## src/rtl/wdt_pkg.sv

```systemverilog
package wdt_pkg;
  localparam int DATA_W   = 16;
  localparam int ADDR_W   = 5;
  localparam int CNT_W    = 10;
  localparam int INIT_MIN = 4;

  localparam logic [ADDR_W-1:0] OFS_RELOAD = 5'h00;
  localparam logic [ADDR_W-1:0] OFS_STSA   = 5'h04;
  localparam logic [ADDR_W-1:0] OFS_STSB   = 5'h06;
  localparam logic [ADDR_W-1:0] OFS_CTRL   = 5'h08;
  localparam logic [ADDR_W-1:0] OFS_IRQEN  = 5'h0C;
  localparam logic [ADDR_W-1:0] OFS_START  = 5'h12;

  localparam int BIT_FIRST    = 3;
  localparam int BIT_SECOND   = 1;
  localparam int BIT_BOOT     = 2;
  localparam int BIT_HALT     = 11;
  localparam int BIT_NOREBOOT = 0;
  localparam int BIT_IRQEN    = 13;
endpackage

```

## src/rtl/wdt_regs.sv

```systemverilog
module wdt_regs
  import wdt_pkg::*;
#(
  parameter int DW   = DATA_W,
  parameter int AW   = ADDR_W,
  parameter int CW   = CNT_W,
  parameter int IMIN = INIT_MIN
) (
  input  logic          clk,
  input  logic          rst_n,
  input  logic          wr_en,
  input  logic          rd_en,
  input  logic [AW-1:0] addr,
  input  logic [DW-1:0] wdata,
  input  logic          set_first,
  input  logic          set_second,
  input  logic [CW-1:0] count,
  output logic [DW-1:0] rdata,
  output logic          reload_pulse,
  output logic          halt,
  output logic          noreboot,
  output logic          irq_en,
  output logic [CW-1:0] start_val,
  output logic          sts_first,
  output logic          sts_second,
  output logic          sts_boot
);
  logic [DW-1:0] ctrl_q;
  logic [DW-1:0] start_q;
  logic          irq_en_q;

  logic wr_stsa, wr_stsb, wr_ctrl, wr_irqen, wr_start_ok;

  assign reload_pulse = wr_en && (addr == OFS_RELOAD);
  assign wr_stsa      = wr_en && (addr == OFS_STSA);
  assign wr_stsb      = wr_en && (addr == OFS_STSB);
  assign wr_ctrl      = wr_en && (addr == OFS_CTRL);
  assign wr_irqen     = wr_en && (addr == OFS_IRQEN);
  assign wr_start_ok  = wr_en && (addr == OFS_START) && (wdata[CW-1:0] >= CW'(IMIN));

  always_ff @(posedge clk or negedge rst_n) begin
    if (!rst_n) begin
      ctrl_q             <= '0;
      ctrl_q[BIT_HALT]   <= 1'b1;
      start_q            <= '0;
      start_q[CW-1:0]    <= '1;
      irq_en_q           <= 1'b0;
      sts_first          <= 1'b0;
      sts_second         <= 1'b0;
      sts_boot           <= 1'b0;
    end else begin
      if (wr_ctrl)     ctrl_q   <= wdata;
      if (wr_start_ok) start_q  <= wdata;
      if (wr_irqen)    irq_en_q <= wdata[BIT_IRQEN];
      sts_first  <= set_first  | (sts_first  & ~(wr_stsa & wdata[BIT_FIRST]));
      sts_second <= set_second | (sts_second & ~(wr_stsb & wdata[BIT_SECOND]));
      sts_boot   <= set_second | (sts_boot   & ~(wr_stsb & wdata[BIT_BOOT]));
    end
  end

  assign halt      = ctrl_q[BIT_HALT];
  assign noreboot  = ctrl_q[BIT_NOREBOOT];
  assign irq_en    = irq_en_q;
  assign start_val = start_q[CW-1:0];

  always_comb begin
    rdata = '0;
    if (rd_en) begin
      case (addr)
        OFS_RELOAD: rdata[CW-1:0]       = count;
        OFS_STSA:   rdata[BIT_FIRST]    = sts_first;
        OFS_STSB: begin
          rdata[BIT_SECOND] = sts_second;
          rdata[BIT_BOOT]   = sts_boot;
        end
        OFS_CTRL:   rdata               = ctrl_q;
        OFS_IRQEN:  rdata[BIT_IRQEN]    = irq_en_q;
        OFS_START:  rdata               = start_q;
        default:    rdata               = '0;
      endcase
    end
  end
endmodule

```

## src/rtl/wdt_counter.sv

```systemverilog
module wdt_counter
  import wdt_pkg::*;
#(
  parameter int CW = CNT_W
) (
  input  logic          clk,
  input  logic          rst_n,
  input  logic          tick,
  input  logic          halt,
  input  logic          reload,
  input  logic [CW-1:0] start_val,
  input  logic          sts_first,
  input  logic          irq_en,
  input  logic          noreboot,
  output logic [CW-1:0] count,
  output logic          exp_first,
  output logic          exp_second,
  output logic          irq_o,
  output logic          rst_req_o
);
  logic stalled;
  logic run;
  logic hit_zero;

  assign run        = !halt && !stalled;
  assign hit_zero   = tick && run && (count == '0) && !reload;
  assign exp_first  = hit_zero && !sts_first;
  assign exp_second = hit_zero && sts_first;

  always_ff @(posedge clk or negedge rst_n) begin
    if (!rst_n) begin
      count     <= '1;
      stalled   <= 1'b0;
      irq_o     <= 1'b0;
      rst_req_o <= 1'b0;
    end else begin
      irq_o     <= exp_first && irq_en;
      rst_req_o <= exp_second && !noreboot;
      if (reload) begin
        count   <= start_val;
        stalled <= 1'b0;
      end else if (exp_first) begin
        count   <= start_val;
      end else if (exp_second) begin
        stalled <= 1'b1;
      end else if (tick && run) begin
        count   <= count - 1'b1;
      end
    end
  end
endmodule

```

## src/rtl/wdt_two_stage.sv

```systemverilog
module wdt_two_stage
  import wdt_pkg::*;
#(
  parameter int DW   = DATA_W,
  parameter int AW   = ADDR_W,
  parameter int CW   = CNT_W,
  parameter int IMIN = INIT_MIN
) (
  input  logic          clk,
  input  logic          rst_n,
  input  logic          tick_i,
  input  logic          bus_valid_i,
  output logic          bus_ready_o,
  input  logic          bus_write_i,
  input  logic [AW-1:0] bus_addr_i,
  input  logic [DW-1:0] bus_wdata_i,
  output logic [DW-1:0] bus_rdata_o,
  output logic          irq_o,
  output logic          rst_req_o
);
  logic          wr_en, rd_en;
  logic          reload_pulse, halt, noreboot, irq_en;
  logic [CW-1:0] start_val, count;
  logic          sts_first, sts_second, sts_boot;
  logic          exp_first, exp_second;

  assign bus_ready_o = 1'b1;
  assign wr_en = bus_valid_i && bus_write_i;
  assign rd_en = bus_valid_i && !bus_write_i;

  wdt_regs #(.DW(DW), .AW(AW), .CW(CW), .IMIN(IMIN)) u_regs (
    .clk(clk), .rst_n(rst_n), .wr_en(wr_en), .rd_en(rd_en),
    .addr(bus_addr_i), .wdata(bus_wdata_i),
    .set_first(exp_first), .set_second(exp_second), .count(count),
    .rdata(bus_rdata_o), .reload_pulse(reload_pulse), .halt(halt),
    .noreboot(noreboot), .irq_en(irq_en), .start_val(start_val),
    .sts_first(sts_first), .sts_second(sts_second), .sts_boot(sts_boot)
  );

  wdt_counter #(.CW(CW)) u_cnt (
    .clk(clk), .rst_n(rst_n), .tick(tick_i), .halt(halt),
    .reload(reload_pulse), .start_val(start_val), .sts_first(sts_first),
    .irq_en(irq_en), .noreboot(noreboot), .count(count),
    .exp_first(exp_first), .exp_second(exp_second),
    .irq_o(irq_o), .rst_req_o(rst_req_o)
  );
endmodule

```

## config.mk

```make
export PLATFORM = sky130hd
export DESIGN_NAME = wdt_two_stage
export DESIGN_NICKNAME = d
export VERILOG_FILES = /design/src/rtl/wdt_pkg.sv /design/src/rtl/wdt_regs.sv /design/src/rtl/wdt_counter.sv /design/src/rtl/wdt_two_stage.sv
export SDC_FILE = /design/constraint.sdc
export NUM_CORES = 1
export LEC_CHECK = 0
export BUFFER_PORTS_ARGS = -buffer_cell sky130_fd_sc_hd__buf_2
export CAP_MARGIN = 20
export CORE_MARGIN = 5
export CORE_UTILIZATION = 53
export CTS_CLUSTER_SIZE = 30
export DETAILED_ROUTE_END_ITERATION = 16
export PLACE_DENSITY = 0.71
export SLEW_MARGIN = 25
export SYNTH_ARGS = -nofsm -noshare
export SYNTH_HDL_FRONTEND = slang
export SYNTH_HIERARCHICAL = 1
export SYNTH_SLANG_ARGS = --single-unit
```

## constraint.sdc

```tcl
create_clock -name clk -period 3.53 [get_ports clk]
set_input_delay 0.706 -clock clk [delete_from_list [all_inputs] [get_ports clk]]
set_output_delay 0.706 -clock clk [all_outputs]
set_load 0.02 [all_outputs]
```

==> out/metrics.csv <==
stage,metric,value,unit
timing,setup_viol,0,
route,ant_nets,0,
timing,fmax,319,MHz
placed_design,pre_cts_ws,0.420,ns
synth,async_reset_ff_frac,1.00,
timing,fin_worst_skew,0.00687,ns
route,wire_per_inst,17.8,um
critical_path,path_max_fanout,10,
critical_path,slowest_delay,0.62,ns
critical_path,required,2.82,ns
synth,yosysWarnings,6,
critical_path,crit_arrival,2.43,ns
route,drt_iter0_drc,130,
power_and_ir_drop,ir_drop,0.248,mV
layout,antenna_cells,0,
timing,rsz0062_at_grt,no,
outcome,outcome,finished clean,
route,vias_per_cell,5.99,
clock_network,cts_tree,done,
timing,tns,0,ns
timing,max-slew-margin-rel,0.514,
critical_path,worstReg2RegEnd,u_cnt/count[7],
synth,synthDistinctLibCells,66,
placed_design,dpl.cell_count,364,
synth,ys.flop_type,dfrtp_1,
floorplan,rows,27,
clock_network,cts_made_buffers,5,
synth,syn_area,2960,sq um
clock_network,clk_pin_slew,0.10,ns
global_route,grt.overflow.total,0,
critical_path,crit-reg2reg-launch,u_cnt/count[0],
layout,post-route-util,0.594,
global_route,grt_pass1_wl,10700,um
critical_path,reg2regPathDepth,7,
clock_network,clock_path_buffers,2,
floorplan,initial_utilization,0.541,
clock_network,cts_resized,0,
synth,syn-num-nets,294,
floorplan,core,5470,sq um
placed_design,placed_cell_area,3150,sq um
synth,synthCells,266,
timing,drv_slew,0,
layout,nets,327,
flow_run,max-cap-violations,0,
placed_design,dpl.hpwl,4790,um
min_path,hp-class,in -> async,
placed_design,io_buffer_count,43,
floorplan,die_h,84.8,um
route,drcViolationCount,0,
route,dr_total_vias,2228,
clock_network,clock_latency,0.30,ns
critical_path,crit_path_cell_trace,"buf_2, or2_1, nor4b_4, buf_4, a22oi_1, nor2_1, buf_2",
critical_path,slowest_stage,nor4b_4,
critical_path,crit_path_start_kind,input port,
global_route,antenna_found_initial,0,
timing,timing.hold.ws,0.403,ns
synth,avgSynthCellArea,11.1,sq um
placed_design,gp_congestion,0.855,
clock_network,cts_hold_buf,0,
timing,fin_ws,0.394,ns
global_route,grt_pass1_vias,2157,
critical_path,end_kind,output pin,
timing,tightestPinTransition,0.726,ns
synth,synth_edf_count,0,
timing,finalCriticalPeriod,3.14,ns
global_route,grtUsageTotal,0.186,
route,drt_wl_total,6630,um
timing,period_share,0.888,
layout,layout-drive-gt1-share,0.437,
floorplan,die_w,84.8,um
clock_network,cts_root_buffer,clkbuf_8,
critical_path,crit_start,bus_addr_i[4],
route,drt_pass1_iterations,4,
power_and_ir_drop,design_power_total,1.41,mW
layout,final_cells,372,
floorplan,die-area,7180,sq um
critical_path,critical_path.most_common_cell,buf_2,
critical_path,crit_type,in -> out,
clock_network,postCtsSetupRepairBufs,0,
clock_network,cts.sinks,49,
power_and_ir_drop,power_per_cell_area,432,nW/um^2
layout,area_growth,9.76,%
critical_path,worstSetupEndpoint,bus_rdata_o[6],
clock_network,htree_levels,2,
global_route,grt_max_degree,50,
floorplan,pin_count,45,
power_and_ir_drop,leakage,1.44,nW
synth,synth-seq-cells,49,
critical_path,r2r_slack,1.26,ns
layout,stdcell_area,3250,sq um
synth,seq_area_frac_synth,0.423,
timing,finalHoldViolCount,0,
synth_stat cells, types with 6 or more instances:
library cell / count / area, sq um
nor4_1: 6 / 37.5
nor2b_1: 9 / 56.3
a22oi_1: 14 / 105
a21oi_1: 7 / 35.0
dfrtp_1: 28 / 701
nand3_1: 7 / 35.0
nor2_1: 19 / 71.3
mux2_2: 24 / 270
dfstp_2: 21 / 552
buf_4: 11 / 82.6
nand2_1: 12 / 45.0
mux2_4: 11 / 165
a22o_1: 7 / 61.3
cell families after synthesis:
logic type      count (synthesis)  share of synthesized area
other cells                     1                    0.00127
xor+xnor                        1                    0.00296
buf+inv                        26                     0.0558
fa+ha+maj                       2                    0.00845
flops                          49                      0.423
simple gates                   89                      0.191
mux                            40                      0.164
compound gates                 58                      0.154
layout by cell type (no fill, tap or decap), types with 2 or more instances in the layout:
| master | count |
|---|---|
| a21o_1 | 5 |
| a21oi_1 | 7 |
| a21oi_4 | 2 |
| a22o_1 | 7 |
| a22oi_1 | 14 |
| a32oi_1 | 4 |
| and2_1 | 2 |
| and2b_2 | 2 |
| buf_2 | 42 |
| buf_4 | 5 |
| clkbuf_8 | 5 |
| dfrtp_1 | 28 |
| dfstp_2 | 21 |
| ha_1 | 2 |
| inv_1 | 5 |
| mux2_2 | 24 |
| mux2_4 | 11 |
| mux2i_1 | 5 |
| nand2_1 | 12 |
| nand3_1 | 7 |
| nand4_1 | 3 |
| nor2_1 | 19 |
| nor2b_1 | 9 |
| nor3_1 | 5 |
| nor4_1 | 6 |
| nor4b_1 | 2 |
| o211ai_1 | 2 |
| o21ai_0 | 5 |
| or4b_1 | 2 |
report_power, final:
group | switching (mW) | total [mW] | internal [mW] | leakage [nW]
sequential | 0.0912 | 0.771 | 0.680 | 0.596
combinational | 0.135 | 0.276 | 0.141 | 0.789
clock | 0.210 | 0.359 | 0.149 | 0.0506
total | 0.436 | 1.41 | 0.970 | 1.44
how the worst min path moves through the flow:
stage	start	end	slack [ns]	cells past startpoint
finish	rst_n	u_regs/ctrl_q[14]	0.40	1
global route	rst_n	u_regs/ctrl_q[15]	0.44	1
CTS	rst_n	u_regs/ctrl_q[15]	0.42	1
detailed placement	u_regs/sts_boot	u_regs/sts_boot	0.47	1
global placement	u_regs/sts_boot	u_regs/sts_boot	0.46	1
floorplan	rst_n	u_cnt/irq_o	0.41	0
worst max-delay path, delay by kind of cell:
kind | cells | cell delay [ns]
buffers and inverters | 3 | 0.57
AO/OA/AOI/OAI | 1 | 0.09
AND/OR/NAND/NOR | 3 | 1.06
metal layers:
layer	part of all wire	up-vias	global-route usage
met5	0	-	0
met4	0.0044	0	0.0360
met3	0.040	2	0.0343
met2	0.48	49	0.310
met1	0.48	1115	0.254
li1	-	1062	-
flip-flops by register name (all words and copies together) (netlist names):
signal and cells:
u_cnt/rst_req_o 1, u_regs/sts_first 1, u_regs/sts_boot 1, u_regs/start_q 16
u_cnt/irq_o 1, u_regs/sts_second 1, u_cnt/count 10, u_cnt/stalled 1
u_regs/irq_en 1, u_regs/ctrl_q 16
layout make-up:
class / count / area, sq um
clock buffer: 5 / 68.8
multi-input combinational: 191 / 1540
timing repair buffer: 47 / 248
fill: 484 / 2220
sequential: 49 / 1250
clock inverter: 3 / 28.8
inverter: 5 / 18.8
tap: 72 / 90.1
(Power assumes the default switching activity.)
